`src/rtl/replay_pkg.sv`:
```
package replay_pkg;

  // Index width able to hold 0..depth-1, never less than one bit.
  function automatic int unsigned idx_width(input int unsigned depth);
    return (depth > 1) ? $clog2(depth) : 1;
  endfunction

  // Saturating step: stays on the final index, else moves forward by one.
  function automatic int unsigned step_index(input int unsigned cur,
                                             input int unsigned last);
    return (cur >= last) ? last : cur + 1;
  endfunction

endpackage

```
`src/rtl/replay_index_ctr.sv`:
```
module replay_index_ctr #(
  parameter int unsigned DEPTH = 11,
  parameter int unsigned IDX_W = 4
) (
  input  logic             clk,
  input  logic             rst,
  output logic [IDX_W-1:0] idx,
  output logic             at_last,
  output logic             advance
);
  import replay_pkg::*;

  localparam int unsigned LAST = DEPTH - 1;

  logic [IDX_W-1:0] idx_q;
  logic [IDX_W-1:0] idx_d;

  assign at_last = (idx_q == IDX_W'(LAST));
  assign advance = !rst && !at_last;
  assign idx_d   = IDX_W'(step_index(int'(idx_q), LAST));

  always_ff @(posedge clk) begin
    if (rst) begin
      idx_q <= '0;
    end else if (advance) begin
      idx_q <= idx_d;
    end
  end

  assign idx = idx_q;
endmodule

```
`src/rtl/replay_table_sel.sv`:
```
module replay_table_sel #(
  parameter int unsigned           DEPTH    = 11,
  parameter int unsigned           SAMPLE_W = 8,
  parameter int unsigned           IDX_W    = 4,
  parameter logic [DEPTH*SAMPLE_W-1:0] TABLE = '0
) (
  input  logic [IDX_W-1:0]    idx,
  output logic [SAMPLE_W-1:0] data
);
  logic [SAMPLE_W-1:0] entry [DEPTH];

  for (genvar k = 0; k < DEPTH; k++) begin : g_entry
    assign entry[k] = TABLE[k*SAMPLE_W +: SAMPLE_W];
  end

  if (DEPTH == 1) begin : g_single
    assign data = entry[0];
  end else begin : g_multi
    always_comb begin
      data = entry[DEPTH-1];
      for (int k = 0; k < DEPTH; k++) begin
        if (idx == IDX_W'(k)) data = entry[k];
      end
    end
  end
endmodule

```
`src/rtl/vector_replay.sv`:
```
module vector_replay #(
  parameter int unsigned SAMPLE_W = 8,
  parameter int unsigned DEPTH    = 11,
  parameter logic [DEPTH*SAMPLE_W-1:0] TABLE = {
    8'd21, 8'd19, 8'd17, 8'd15, 8'd13, 8'd11,
    8'd9,  8'd7,  8'd5,  8'd3,  8'd1
  }
) (
  input  logic                clk,
  input  logic                rst,
  output logic [SAMPLE_W-1:0] sample
);
  import replay_pkg::*;

  localparam int unsigned IDX_W = idx_width(DEPTH);

  logic [IDX_W-1:0] idx;
  logic             at_last;
  logic             advance;

  replay_index_ctr #(
    .DEPTH(DEPTH),
    .IDX_W(IDX_W)
  ) u_ctr (
    .clk    (clk),
    .rst    (rst),
    .idx    (idx),
    .at_last(at_last),
    .advance(advance)
  );

  replay_table_sel #(
    .DEPTH   (DEPTH),
    .SAMPLE_W(SAMPLE_W),
    .IDX_W   (IDX_W),
    .TABLE   (TABLE)
  ) u_sel (
    .idx (idx),
    .data(sample)
  );
endmodule

```
`config.mk`:
```
export PLATFORM = sky130hd
export DESIGN_NAME = vector_replay
export DESIGN_NICKNAME = d
export VERILOG_FILES = /design/src/rtl/replay_pkg.sv /design/src/rtl/replay_index_ctr.sv /design/src/rtl/replay_table_sel.sv /design/src/rtl/vector_replay.sv
export SDC_FILE = /design/constraint.sdc
export NUM_CORES = 1
export LEC_CHECK = 0
export ABC_CLOCK_PERIOD_IN_PS = 1210
export BUFFER_PORTS_ARGS = -buffer_cell sky130_fd_sc_hd__buf_2
export CORE_AREA = 2 2 39 41
export DETAILED_ROUTE_END_ITERATION = 12
export DIE_AREA = 0 0 41 43
export PLACE_DENSITY = 0.52
export SLEW_MARGIN = 25
export SYNTH_ARGS = -nofsm -noshare
export SYNTH_HDL_FRONTEND = slang
export SYNTH_SLANG_ARGS = --single-unit
export TNS_END_PERCENT = 1
```
`constraint.sdc`:
```
create_clock -name clk -period 1.21 [get_ports clk]
set_clock_uncertainty 0.1 [all_clocks]
set_input_delay 0.121 -clock clk [delete_from_list [all_inputs] [get_ports clk]]
set_output_delay 0.121 -clock clk [all_outputs]
set_load 0.01 [all_outputs]
```
==> summary.md <==
| Metric | Value |
|---|---|
| First-pass GRT wire length | `~1.1 mm` |
| Cts bufs inserted | `3` |
| DR vias | `295` |
| Clock Path Buffers | `2` |
| Drt total wl | `between 600 and 700 microns` |
| Initial DRC count | `5` |
| Failing checks | `negative setup slack` |
| CTS root buf | `clkbuf_4` |
| Final setup fails | `6` |
| DRC violations left | `0` |
| Starting Density | `23.1%` |
| Worst min path class | `register to register` |
| Final hold vios | `0` |
| Critical Path Slowest Stage Cell | `dfxtp_4` |
| Reg2reg setup slack | `-0.14 ns` |
| Pleak | `just under 0.2 nW` |
| GRT Util Overall | `between 10% and 20%` |
| Crit path time final | `between 1.5 and 2 ns` |
| PD cells | `about 2700 nW/um^2` |
| Initial antenna violation count | `0` |
| Synth Register Bits | `4` |
| Cell family with most CP delay | `flip-flops` |
| Yosys cell types | `24` |
| Routed Antenna Nets | `0` |
| Post-synth top area share | `between 20 and 30%` |
| Maximum clock rate | `roughly 0.64 GHz` |
| Unrepaired setup endpoints after global routing | `true` |
| Post-DP HPWL | `about 500 microns` |
| Max-cap violations | `0` |
| Comb pwr share | `61.9%` |
| Vias in the first global route | `between 200 and 300` |
| Final Max Tran Viols | `0` |
| CTS tree | `yes` |
| Cell count after synthesis | `40` |
| I/O pin cnt | `10` |
| Worst Setup Path Type | `register to output port` |
| Post-synth top cells | `4 x buf_4, 4 x dfxtp_1, 4 x ha_1` |
| Status | `finished, violations left` |
| Layout cell share with drive strength beyond 1 | `43.4%` |
| Maximum vdd drop | `around 0.00086 V` |
| Vias per cell | `4.28` |
| Nets@finish | `60` |
| Internal power | `a little over 700 uW` |
| Setup crit end kind | `output port` |
| Synth async-reset ratio | `0%` |
| Worst-path fanout max | `4` |
| CP bufs+invs | `2` |
| Yosys top cell by area | `dfxtp_1` |
| Largest net degree at the start of global routing | `9` |
| Post-synth EDFFs | `0` |
| YS warnings | `0` |
| Core Rows | `14` |
| Overall power | `between 1 and 1.5 mW` |
| Antenna cell count | `0` |
| Most used DFF post-synth | `dfxtp_1` |
| WL/cell | `about 9.0 microns` |
| Net Sw Frac | `41.3%` |
| Arrival @ worst endpoint | `between 1 and 1.5 ns` |
| Max reg flops | `4` |
| H-tree depth | `1` |
| Clock Power Share | `about 15%` |
| Flop pwr share | `a little under a quarter` |
| CTS clock-pin slew for the worst setup and hold paths | `0.04 ns` |
| Clock Latency Late Sink | `~0.23 ns` |
| CP peak stage delay | `approximately 0.36 ns` |
| Mean Syn Cell Area | `8.01 sq um` |
| Core area | `between 1000 and 1500 sq um` |
| Die area | `about 1800 sq um` |
| PnR worst setup slack | `-0.342 ns` |
| # fillers | `roughly 160` |
| GP Congestion | `~0.68` |
| Synth area leaders | `dfxtp_1 25%, ha_1 16%, buf_4 9.4%, a21oi_1 4.7%, buf_6 3.5%` |
| Die Ht | `43 microns` |
| Final period util | `128%` |
| Switching power | `around 500 uW` |
| Fin Setup TNS | `-1.50 ns` |
| CTS Sinks | `4` |
| Startpoint types | `register` |
| First drt pass iteration count | `4` |
| Synth-to-Final Area Change | `41.4%` |
| Req. time, crit path | `0.99 ns` |
| PortBufs | `5` |
| GR Overflow Total | `0` |
| Die width | `approximately 40 microns` |
| Seq/Total Area, Yosys | `25.0%` |
| Synthesized area | `between 300 and 400 sq um` |
| Crit path cell chain | `ha_2, buf_4, mux2i_1, o211ai_1, buf_2` |
-- power groups by stage --
stage / registers, mW / clock network, mW / logic [mW]
2_1_floorplan: 0.278 / 0 / 0.460
6_report: 0.287 / 0.180 / 0.760
5_1_grt: 0.303 / 0.201 / 0.881
3_3_place_gp: 0.285 / 0 / 0.715
3_5_place_dp: 0.288 / 0 / 0.713
4_1_cts: 0.286 / 0.192 / 0.767
-- routing by layer --
metal  wire length [microns]  vias up  GRT usage (%)  part of all wire (%)
met5                       0        -              0                     0
met4                      10        0           10.0                   1.6
met3                      22        2           3.14                   3.5
met2                     307        5           13.8                    49
met1                     284      134           11.9                    46
li1                        -      154              -                     -
-- through the flow --
stage               utilization (%)  setup slack (ns)  cell area [sq um]  std cells  hold WS [ns]
floorplan                         -           -0.0280                357         42        0.0827
global placement               29.3            -0.139                405         64         0.238
CTS                            32.5            -0.375                450         69         0.493
detailed placement             29.3            -0.151                405         64         0.237
global route                   32.7            -0.439                453         69         0.540
finish                         32.7            -0.342                453         69         0.484
-- tightest hold or removal path, cell delays in order, from the launching register on --
cell and delay [ns]:
dfxtp_1 0.36, nand3_1 0.11, a21oi_1 0.06
-- worst paths after layout --
check                     from  cells after the start      endpoint
setup / recovery  u_ctr.idx[0]                      5     sample[2]
hold / removal    u_ctr.idx[2]                      2  u_ctr.idx[3]
setup reg to reg  u_ctr.idx[0]                      6  u_ctr.idx[0]
hold reg to reg   u_ctr.idx[2]                      2  u_ctr.idx[3]
-- repair_timing --
item / in CTS / in global routing
hold buffers: 1 / 0
endpoints found under the setup margin: 6 / 7
buffers inserted: 0 / 0
pin swaps: 1 / 1
endpoints found under the hold margin: 3 / 0
gates resized for setup: 1 / 1
-- kinds of logic (layout without fill, tap and decap cells) --
logic type / count (synthesis) / in the layout / share of synthesized area (%)
adder cells (fa/ha/maj): 4 / 4 / 15.6
other: 2 / 4 / 2.34
buffers and inverters: 9 / 20 / 17.6
AO/OA/AOI/OAI: 10 / 10 / 18.8
multiplexers: 1 / 1 / 3.13
AND/OR/NAND/NOR: 9 / 9 / 14.8
XOR/XNOR: 1 / 1 / 2.73
flip-flops: 4 / 4 / 25.0
-- placed cells by master, fill, tap and decap left out --
cell type	count
dlygate4sd3_1	1
nand2_1	1
ha_4	1
o21ai_0	1
dfxtp_1	2
a32oi_1	1
buf_2	5
or2_1	1
nand3_1	1
clkbuf_1	1
a21oi_1	3
o211ai_1	1
nor3_1	1
ha_2	2
o31ai_1	1
nor4_4	1
clkbuf_4	3
xor2_1	1
dfxtp_4	2
o21ai_1	2
ha_1	1
buf_4	6
conb_1	4
mux2i_1	1
a31oi_1	1
inv_2	3
inv_1	1
nor3b_1	1
nor2_1	2
or3_1	1
-- cell type report --
| cell class | count | area, sq um | share of cell area [%] |
|---|---|---|---|
| Inverter | 4 | 15.0 | 3.31 |
| Sequential cell | 4 | 87.6 | 19.3 |
| Clock buffer | 4 | 26.3 | 5.80 |
| Multi-Input combinational cell | 29 | 224 | 49.4 |
| Tap cell | 16 | 20.0 | 4.42 |
| Timing Repair Buffer | 12 | 80.1 | 17.7 |
No activity file was read; power rests on OpenSTA's default activity.
